==> src/rtl/spi_seq_pkg.sv <==
package spi_seq_pkg;

  typedef enum logic [1:0] {
    XM_DUPLEX  = 2'd0,
    XM_RX_ONLY = 2'd1,
    XM_TX_ONLY = 2'd2,
    XM_RSVD    = 2'd3
  } xfer_mode_e;

  typedef enum logic [2:0] {
    ST_IDLE  = 3'd0,
    ST_POP   = 3'd1,
    ST_START = 3'd2,
    ST_WAIT  = 3'd3,
    ST_PUSH  = 3'd4
  } seq_state_e;

  localparam int STAT_W = 7;

endpackage

==> src/rtl/spi_seq_gate.sv <==
module spi_seq_gate
  import spi_seq_pkg::*;
#(
  parameter int LVL_W = 7
) (
  input  logic             en_i,
  input  logic [1:0]       mode_i,
  input  logic             turbo_i,
  input  logic             tx_fifo_en_i,
  input  logic             rx_fifo_en_i,
  input  logic             hold_rx_full_i,
  input  logic             hold_tx_empty_i,
  input  logic [LVL_W-1:0] tx_lvl_i,
  input  logic [LVL_W-1:0] start_lvl_i,
  input  logic             rx_fifo_full_i,
  input  logic             cnt_zero_i,
  output logic             go_o,
  output logic             pop_req_o,
  output logic             push_req_o,
  output logic             cnt_en_o
);

  logic rx_used, tx_used, dual, tx_short, rx_block, tx_block;

  always_comb begin
    rx_used  = (mode_i != XM_TX_ONLY);
    tx_used  = (mode_i != XM_RX_ONLY);
    dual     = tx_fifo_en_i && rx_fifo_en_i;
    // start level only gates the TX-FIFO-only mode
    tx_short = (tx_lvl_i == '0) || (!rx_fifo_en_i && (tx_lvl_i < start_lvl_i));
    rx_block = rx_used && (rx_fifo_en_i ? rx_fifo_full_i : (hold_rx_full_i && !turbo_i));
    tx_block = tx_used && (tx_fifo_en_i ? tx_short : hold_tx_empty_i);
    go_o       = en_i && !rx_block && !tx_block && !(dual && cnt_zero_i);
    pop_req_o  = tx_used && tx_fifo_en_i;
    push_req_o = rx_used && rx_fifo_en_i;
    cnt_en_o   = dual;
  end

endmodule

==> src/rtl/spi_seq_fsm.sv <==
module spi_seq_fsm
  import spi_seq_pkg::*;
(
  input  logic       clk_i,
  input  logic       rst_ni,
  input  logic       go_i,
  input  logic       pop_req_i,
  input  logic       push_req_i,
  input  logic       shift_done_i,
  output logic       tx_pop_o,
  output logic       shift_start_o,
  output logic       rx_push_o,
  output logic       word_done_o,
  output seq_state_e state_o
);

  seq_state_e state_q, state_d;

  always_comb begin
    state_d = state_q;
    unique case (state_q)
      ST_IDLE:  if (go_i) state_d = pop_req_i ? ST_POP : ST_START;
      ST_POP:   state_d = ST_START;
      ST_START: state_d = ST_WAIT;
      ST_WAIT:  if (shift_done_i) state_d = push_req_i ? ST_PUSH : ST_IDLE;
      ST_PUSH:  state_d = ST_IDLE;
      default:  state_d = ST_IDLE;
    endcase
  end

  always_ff @(posedge clk_i or negedge rst_ni) begin
    if (!rst_ni) state_q <= ST_IDLE;
    else         state_q <= state_d;
  end

  assign tx_pop_o      = (state_q == ST_POP);
  assign shift_start_o = (state_q == ST_START);
  assign rx_push_o     = (state_q == ST_PUSH);
  assign word_done_o   = (state_q == ST_WAIT) && shift_done_i;
  assign state_o       = state_q;

endmodule

==> src/rtl/spi_seq_wcnt.sv <==
module spi_seq_wcnt #(
  parameter int CNT_W = 16
) (
  input  logic             clk_i,
  input  logic             rst_ni,
  input  logic             load_i,
  input  logic [CNT_W-1:0] val_i,
  input  logic             dec_i,
  output logic [CNT_W-1:0] cnt_o,
  output logic             zero_o,
  output logic             eow_o
);

  localparam logic [CNT_W-1:0] ONE = CNT_W'(1);

  logic [CNT_W-1:0] cnt_q;
  logic             eow_q;

  always_ff @(posedge clk_i or negedge rst_ni) begin
    if (!rst_ni) begin
      cnt_q <= '0;
      eow_q <= 1'b0;
    end else begin
      if (load_i)                     cnt_q <= val_i;
      else if (dec_i && cnt_q != '0)  cnt_q <= cnt_q - ONE;
      eow_q <= !load_i && dec_i && (cnt_q == ONE);
    end
  end

  assign cnt_o  = cnt_q;
  assign zero_o = (cnt_q == '0);
  assign eow_o  = eow_q;

endmodule

==> src/rtl/spi_xfer_seq.sv <==
module spi_xfer_seq
  import spi_seq_pkg::*;
#(
  parameter int CNT_W = 16,
  parameter int LVL_W = 7,
  parameter int WL_W  = 5
) (
  input  logic             clk_i,
  input  logic             rst_ni,
  input  logic             chan_en_i,
  input  logic [1:0]       xfer_mode_i,
  input  logic             turbo_i,
  input  logic [WL_W-1:0]  wl_field_i,
  input  logic             tx_fifo_en_i,
  input  logic             rx_fifo_en_i,
  input  logic [LVL_W-1:0] tx_lvl_i,
  input  logic [LVL_W-1:0] tx_start_lvl_i,
  input  logic             tx_fifo_full_i,
  input  logic             rx_fifo_empty_i,
  input  logic             rx_fifo_full_i,
  input  logic             tx_wr_i,
  input  logic             rx_rd_i,
  input  logic             cnt_load_i,
  input  logic [CNT_W-1:0] cnt_val_i,
  input  logic             shift_done_i,
  output logic             tx_pop_o,
  output logic             rx_push_o,
  output logic             shift_start_o,
  output logic [WL_W:0]    word_len_o,
  output logic             wl_bad_o,
  output logic [STAT_W-1:0] status_o,
  output logic [CNT_W-1:0] cnt_o,
  output logic             eow_o
);

  localparam int             LEN_W  = WL_W + 1;
  localparam logic [WL_W-1:0] WL_MIN = WL_W'(3);

  logic       go, pop_req, push_req, cnt_en, cnt_zero, word_done;
  logic       rx_full_q, tx_empty_q, eot_q;
  seq_state_e state;

  spi_seq_gate #(.LVL_W(LVL_W)) i_gate (
    .en_i            (chan_en_i),
    .mode_i          (xfer_mode_i),
    .turbo_i         (turbo_i),
    .tx_fifo_en_i    (tx_fifo_en_i),
    .rx_fifo_en_i    (rx_fifo_en_i),
    .hold_rx_full_i  (rx_full_q),
    .hold_tx_empty_i (tx_empty_q),
    .tx_lvl_i        (tx_lvl_i),
    .start_lvl_i     (tx_start_lvl_i),
    .rx_fifo_full_i  (rx_fifo_full_i),
    .cnt_zero_i      (cnt_zero),
    .go_o            (go),
    .pop_req_o       (pop_req),
    .push_req_o      (push_req),
    .cnt_en_o        (cnt_en)
  );

  spi_seq_fsm i_fsm (
    .clk_i         (clk_i),
    .rst_ni        (rst_ni),
    .go_i          (go),
    .pop_req_i     (pop_req),
    .push_req_i    (push_req),
    .shift_done_i  (shift_done_i),
    .tx_pop_o      (tx_pop_o),
    .shift_start_o (shift_start_o),
    .rx_push_o     (rx_push_o),
    .word_done_o   (word_done),
    .state_o       (state)
  );

  spi_seq_wcnt #(.CNT_W(CNT_W)) i_wcnt (
    .clk_i  (clk_i),
    .rst_ni (rst_ni),
    .load_i (cnt_load_i),
    .val_i  (cnt_val_i),
    .dec_i  (word_done && cnt_en),
    .cnt_o  (cnt_o),
    .zero_o (cnt_zero),
    .eow_o  (eow_o)
  );

  // completion wins over host-side clears in the same cycle
  always_ff @(posedge clk_i or negedge rst_ni) begin
    if (!rst_ni) begin
      rx_full_q  <= 1'b0;
      tx_empty_q <= 1'b1;
      eot_q      <= 1'b0;
    end else if (word_done) begin
      eot_q      <= 1'b1;
      tx_empty_q <= 1'b1;
      if (xfer_mode_i != XM_TX_ONLY) rx_full_q <= 1'b1;
    end else begin
      if (tx_wr_i) begin
        tx_empty_q <= 1'b0;
        eot_q      <= 1'b0;
      end
      if (rx_rd_i) rx_full_q <= 1'b0;
    end
  end

  assign status_o = {rx_fifo_en_i & rx_fifo_full_i,
                     rx_fifo_en_i & rx_fifo_empty_i,
                     tx_fifo_en_i & tx_fifo_full_i,
                     tx_fifo_en_i & (tx_lvl_i == '0),
                     eot_q, tx_empty_q, rx_full_q};

  assign word_len_o = LEN_W'(wl_field_i) + LEN_W'(1);
  assign wl_bad_o   = (wl_field_i < WL_MIN);

endmodule

==> config.mk <==
export PLATFORM = sky130hd
export DESIGN_NAME = spi_xfer_seq
export DESIGN_NICKNAME = d
export VERILOG_FILES = /design/src/rtl/spi_seq_pkg.sv /design/src/rtl/spi_seq_gate.sv /design/src/rtl/spi_seq_fsm.sv /design/src/rtl/spi_seq_wcnt.sv /design/src/rtl/spi_xfer_seq.sv
export SDC_FILE = /design/constraint.sdc
export NUM_CORES = 1
export LEC_CHECK = 0
export CORE_MARGIN = 2
export CORE_UTILIZATION = 40
export CTS_CLUSTER_DIAMETER = 40
export DETAILED_ROUTE_END_ITERATION = 7
export GPL_TIMING_DRIVEN = 1
export PLACE_DENSITY_LB_ADDON = 0.2
export SLEW_MARGIN = 10
export SYNTH_ARGS = -nofsm -noshare
export SYNTH_HDL_FRONTEND = slang
export SYNTH_SLANG_ARGS = --single-unit
==> constraint.sdc <==
create_clock -name clk_i -period 2.3 [get_ports clk_i]
set_input_delay 0.23 -clock clk_i [delete_from_list [all_inputs] [get_ports clk_i]]
set_output_delay 0.23 -clock clk_i [all_outputs]
set_load 0.02 [all_outputs]
## Word level (Yosys, flattened, before mapping)

Index checks and enable logic that the tools add are counted.

| storage, ports and cells | value |
|---|---|
| output and inout bits | 34 |
| bits in writable memories | 0 |
| logic and storage cells | 70 |
| input bits | 50 |
| flip-flop bits (word level) | 23 |
| ROM bits | 0 |
| memories | 0 |
| latch bits | 0 |

| cells by class | value |
|---|---|
| shift operators | 0 |
| $lt $le $gt $ge | 2 |
| $add $sub $neg | 2 |
| reduce and logical (&&, ||, !) cells | 32 |
| muxes and demuxes | 14 |
| div/mod/pow operators | 0 |
| $mul | 0 |
| eq/ne operators | 10 |
| bitwise operators | 4 |

Operators with widths:

| kind | number |
|---|---|
| 2-to-1 mux 16 bit | 2 |
| equality test 16 x 1 -> 1 bit, second input constant | 1 |
| logical AND 1 bit | 16 |
| zero test 16 bit | 1 |
| nonzero test 16 bit | 1 |
| subtractor 16 x 1 -> 16 bit, second input constant | 1 |
| one-hot mux 3 bit (4 select lines) | 1 |
| 2-to-1 mux 3 bit | 3 |
| zero test 7 bit | 1 |
| < comparator 7 bit | 1 |
| 2-to-1 mux 1 bit | 7 |
| adder 5 x 1 -> 6 bit, second input constant | 1 |
| equality test 3 x 2 -> 1 bit, second input constant | 2 |
| zero test 1 bit | 6 |
| != test 2 bit, second input constant | 3 |
| nonzero test 2 bit | 3 |
| < comparator 5 x 2 -> 1 bit, second input constant | 1 |
| AND 1 bit | 4 |
| != test 2 x 1 -> 1 bit, second input constant | 2 |
| AND reduction 2 bit | 2 |
| equality test 3 x 1 -> 1 bit, second input constant | 1 |
| equality test 3 bit, second input constant | 1 |
| zero test 3 bit | 1 |
| 2-to-1 mux 2 bit | 1 |
| logical OR 1 bit | 1 |

## Longest topological paths before layout

| depth | value |
|---|---|
| word-level depth | 10 |
| gate-level depth with buffers | 7 |
| mapped depth without buffers | 7 |

## Cells and area by module

A second synthesis with hierarchy kept.

| unflattened totals | value |
|---|---|
| cells, all modules | 209 |
| area total of the unflattened synthesis | 1844.3 µm² |

By module, submodules not included:

| module | area an instance (µm²) | times used | sequential area each (µm²) | cells an instance |
|---|---|---|---|---|
| spi_seq_wcnt | 1158.6 | 1 | 425.4 | 125 |
| spi_seq_gate | 262.8 | 1 | 0.0 | 39 |
| spi_xfer_seq | 262.8 | 1 | 76.3 | 30 |
| spi_seq_fsm | 160.2 | 1 | 75.1 | 15 |

## Worst setup path before layout

Ideal clock, no wire load.

| path | value |
|---|---|
| path type | reg-to-reg |
| start | register i_wcnt.cnt_q[11], in the netlist i_wcnt.cnt_o[11] |
| end | register i_wcnt.cnt_q[5], in the netlist i_wcnt.cnt_o[5] |
| setup slack | 0.164 ns |
| required time | 2.175 ns |
| path buffers | 1 |
| setup time | 0.125 ns |
| data arrival time | 2.011 ns |
| stages on the path, launching flop included | 7 |
| clock period less this slack | 2.136 ns |
| cell sequence | dfrtp_1 > or4_1 > buf_2 > nor4_4 > nor4_2 > xor2_1 > mux2_2 |

| on the way | value |
|---|---|
| longest elaborated chain between the ends | 3 |

Ends and longest elaborated chain:

| element | line | text |
|---|---|---|
| start, declared | spi_seq_wcnt.sv:16 | `logic [CNT_W-1:0] cnt_q;` |
| start signal, assigned | spi_seq_wcnt.sv:24 | `if (load_i) cnt_q <= val_i;` |
| start signal, assigned | spi_seq_wcnt.sv:25 | `else if (dec_i && cnt_q != '0) cnt_q <= cnt_q - ONE;` |
| nonzero test 16 bit | spi_seq_wcnt.sv:25 |  |
| logical AND 1 bit | spi_seq_wcnt.sv:25 |  |
| nonzero test 2 bit (no line) | - |  |

No other way between the ends.
A chain may end at the register's enable or synchronous reset.

## Worst setup path after layout

| path | value |
|---|---|
| start | input tx_lvl_i[2] |
| end | output status_o[3] |

| on the way | value |
|---|---|
| longest elaborated chain between the ends | 2 |

Ends and longest elaborated chain:

| element | line | text |
|---|---|---|
| start, declared | spi_xfer_seq.sv:16 | `input logic [LVL_W-1:0] tx_lvl_i,` |
| zero test 7 bit | spi_xfer_seq.sv:108 | `tx_fifo_en_i & (tx_lvl_i == '0),` |
| AND 1 bit | spi_xfer_seq.sv:108 |  |
| end, declared | spi_xfer_seq.sv:31 | `output logic [STAT_W-1:0] status_o,` |

No other way between the ends.

==> qor.log <==
INFO  pwr            power_frac_comb=43.8%
INFO  detailed_routing vias=1697
INFO  worst_setup_path timing_worst_setup_path_type=in2out
INFO  timing         timing.final.crit_share=91.9%
INFO  detailed_routing ant_nets_after_route=0
INFO  timing         fin_ws=0.186ns
INFO  die            initial_core_util=41.5%
INFO  worst_setup_path worstSetupStartpointType=primary input
INFO  synthesis      yosys.cell_types.count=43
INFO  detailed_routing drt_iter0_drc=53
INFO  global_routing grt_max_degree=22
INFO  pwr            power_density=546nW/um^2
INFO  die            die_height=68.4um
INFO  timing         maxSlewViolCount=0
INFO  cts            post_cts.repair.setup_buffers=0
INFO  detailed_routing detailedRoute.firstPassIterationCount=4
INFO  worst_setup_path critical_path_end=status_o[3]
INFO  timing         period_minus_slack=2.11ns
INFO  placed_design  place.detailed.hpwl=3.55mm
INFO  hold_path      hp-class=in2async
INFO  worst_setup_path regToRegStartpoint=i_wcnt.cnt_o[11]$_DFFE_PN0P_
INFO  timing         grt_setup_unrepaired=false
INFO  final_layout   multi_input_area=1010um^2
INFO  die            die_w=68.4um
INFO  detailed_routing routed_wire_length_per_instance=12.9um
INFO  final_layout   antenna-diode-count=0
INFO  worst_setup_path critical_path_arrival=1.88ns
INFO  synthesis      syn_inst=194
INFO  final_layout   mostFrequentLayoutCell=clkdlybuf4s50_1
INFO  pwr            intPower=938uW
INFO  die            design.core.area=4000um^2
INFO  final_layout   non_filler_instance_count_after_layout=334
INFO  synthesis      postSynthAreaPerCell=8.55um^2
INFO  synthesis      async_reset_ff_share=100%
INFO  timing         remaining_max_slew_budget_at_the_tightest_pin=60.5%
INFO  synthesis      total_nets_after_synthesis=253
INFO  global_routing globalRoute.totalOverflow=0
INFO  die            placement_rows=23
INFO  timing         holdWs=0.340ns
INFO  placed_design  placement.setup.worst_slack=-0.203ns
INFO  detailed_routing drc=0
INFO  worst_setup_path critPathMaxFanout=2
INFO  placed_design  dpl_cell_area=2590um^2
INFO  final_layout   final_area=2650um^2
INFO  final_layout   register_area=577um^2
INFO  global_routing first_global_vias=1585
INFO  pwr            seq_power_share=39.0%
INFO  worst_setup_path worst_setup_path_end_kind=output port
INFO  worst_setup_path reg2reg_depth=6
INFO  timing         clock_skew=0.00378ns
INFO  synthesis      yosys_warnings=0
INFO  pwr            switching_share=35.1%
INFO  cts            htreeDepth=1
INFO  synthesis      synth_edf_count=0
INFO  global_routing grt_first_pass_wirelength=6.89mm
INFO  placed_design  placement.io_buffers=83
INFO  detailed_routing viasPerCell=5.08
INFO  pwr            finalPower=1450uW
INFO  worst_setup_path crit_required=2.07ns
INFO  timing         worst-slew-pin-transition=0.590ns
INFO  synthesis      dominantRegCellSynth=dfrtp_1
INFO  final_layout   areaGrowthSynthToFinish=59.7%
INFO  cts            clkTransAtPathRegs=0.08ns
INFO  cts            maximum_clock_path_buffer_count=2
INFO  synthesis      postSynthRegisterBits=23
INFO  final_layout   drive_above_1_share=8.45%
INFO  timing         timing.final.setup_violations=0
INFO  die            boundary_pins=84
INFO  cts            clk-insertion-delay-late=0.26ns
INFO  worst_setup_path setup.worst_path.start=tx_lvl_i[2]
INFO  cts            cts_sinks=23
INFO  detailed_routing detail_route.wirelength=4.31mm
INFO  pwr            irDropWorstVdd=0.393mV
INFO  synthesis      synth.cell_area=1660um^2
INFO  cts            cts_made_buffers=3
INFO  cts            cts.root.buffer_cell=clkbuf_8
INFO  pwr            power.clock.fraction=17.2%
INFO  status         run_status=completed
INFO  worst_setup_path r2r_end=i_wcnt.cnt_o[0]$_DFFE_PN0P_
INFO  placed_design  placedCellCount=330
INFO  pwr            p_sw=508uW
INFO  final_layout   fin_nets=344
INFO  placed_design  gp_routability_congestion=0.855
INFO  final_layout   n_fill_cell=357
INFO  timing         maxClockFrequency=473MHz
INFO  timing         timing_hold_violations_final=0
INFO  global_routing global_route_usage_over_all_layers=19.0%
INFO  worst_setup_path r2r_setup_slack=0.19ns
INFO  cts            cts_tree=done
INFO  global_routing antenna_found_initial=0
INFO  pwr            power_leakage=0.00107uW
INFO  final_layout   layout_common_cells=clkdlybuf4s50_1, dfrtp_1, nand2_1
INFO  die            floorplan.die_area=4680um^2
INFO  synthesis      ys_seq_area_share=34.8%
INFO  flow_run       maxCapViolations=0
-- state kept, by name, indices dropped and copies added, names as in the netlist --
| name | flops |
|---|---|
| i_fsm.state_o | 3 |
| tx_empty_q | 1 |
| rx_full_q | 1 |
| eot_q | 1 |
| i_wcnt.cnt_o | 16 |
| i_wcnt.eow_o | 1 |
-- cells by family after synthesis --
family / Yosys count / synth area share, %
adder cells (fa/ha/maj): 9 / 6.79
multiplexers: 2 / 1.28
AND/OR/NAND/NOR: 94 / 32.5
flip-flops: 23 / 34.8
AO/OA/AOI/OAI: 29 / 10.4
XOR/XNOR: 17 / 8.97
buffers and inverters: 20 / 5.28
-- timing repair --
action / 4_1_cts / 5_1_grt
gates resized for setup: 2 / 1
hold buffers: 0 / 0
pin swaps: 0 / 0
endpoints found under the setup margin: 1 / 1
-- synth_stat cells (5+ instances only) --
| library cell | n | area (um^2) |
|---|---|---|
| nand4_1 | 5 | 31.3 |
| xnor2_1 | 11 | 96.3 |
| o21ai_0 | 17 | 85.1 |
| nor4_1 | 8 | 50.1 |
| nor2_1 | 17 | 63.8 |
| nand3_1 | 5 | 25.0 |
| dfrtp_1 | 22 | 551 |
| and2_1 | 8 | 50.1 |
| xor2_1 | 6 | 52.6 |
| nand2_1 | 18 | 67.6 |
| inv_1 | 12 | 45.0 |
| ha_1 | 9 | 113 |
| nand2b_1 | 5 | 31.3 |
| nor3_1 | 8 | 40.0 |
-- layer usage --
layer	share of wire [%]	vias up	track usage, %
li1	-	876	-
met1	45	770	24.4
met2	49	49	32.5
met3	6.4	2	4.93
met4	0.39	0	3.00
met5	0	-	0
-- layout make-up --
class | instances | share of cell area [%]
clock inverter | 1 | 0.189
tap | 50 | 2.36
clock buffer | 3 | 1.56
multi-input combinational | 151 | 38.0
inverter | 12 | 1.70
sequential | 23 | 21.8
timing repair buffer | 94 | 34.4
-- critical path: stages --
cell	delay, ns
clkdlybuf4s50_1	0.43
or4_1	0.55
nor4_2	0.18
and2_1	0.15
dlygate4sd2_1	0.34
-- power by group through the flow --
| stage | Sequential, uW | Combinational (uW) | Clock (uW) |
|---|---|---|---|
| finish | 564 | 633 | 249 |
| global route | 577 | 694 | 277 |
| floorplan | 587 | 318 | 0 |
| global placement | 571 | 628 | 0 |
| detailed placement | 570 | 635 | 0 |
| CTS | 564 | 640 | 255 |
-- stage by stage --
stage / util [%] / TNS [ns]
finish: 66.2 / 0
detailed placement: 64.8 / -0.203
global route: 66.2 / 0
CTS: 66.1 / 0
global placement: 64.8 / -0.136
floorplan: - / 0
-- worst min path at each step --
stage	from	to	cells after the start
after floorplan	rst_ni	eot_q$_DFFE_PN0P_	0
after global placement	tx_empty_q$_DFFE_PN1P_	tx_empty_q$_DFFE_PN1P_	2
after detailed placement	tx_empty_q$_DFFE_PN1P_	tx_empty_q$_DFFE_PN1P_	2
after CTS	rst_ni	i_wcnt.cnt_o[10]$_DFFE_PN0P_	1
after global routing	rst_ni	i_wcnt.cnt_o[10]$_DFFE_PN0P_	1
final	rst_ni	i_wcnt.cnt_o[10]$_DFFE_PN0P_	1
Power figures use the tool's default switching activity.
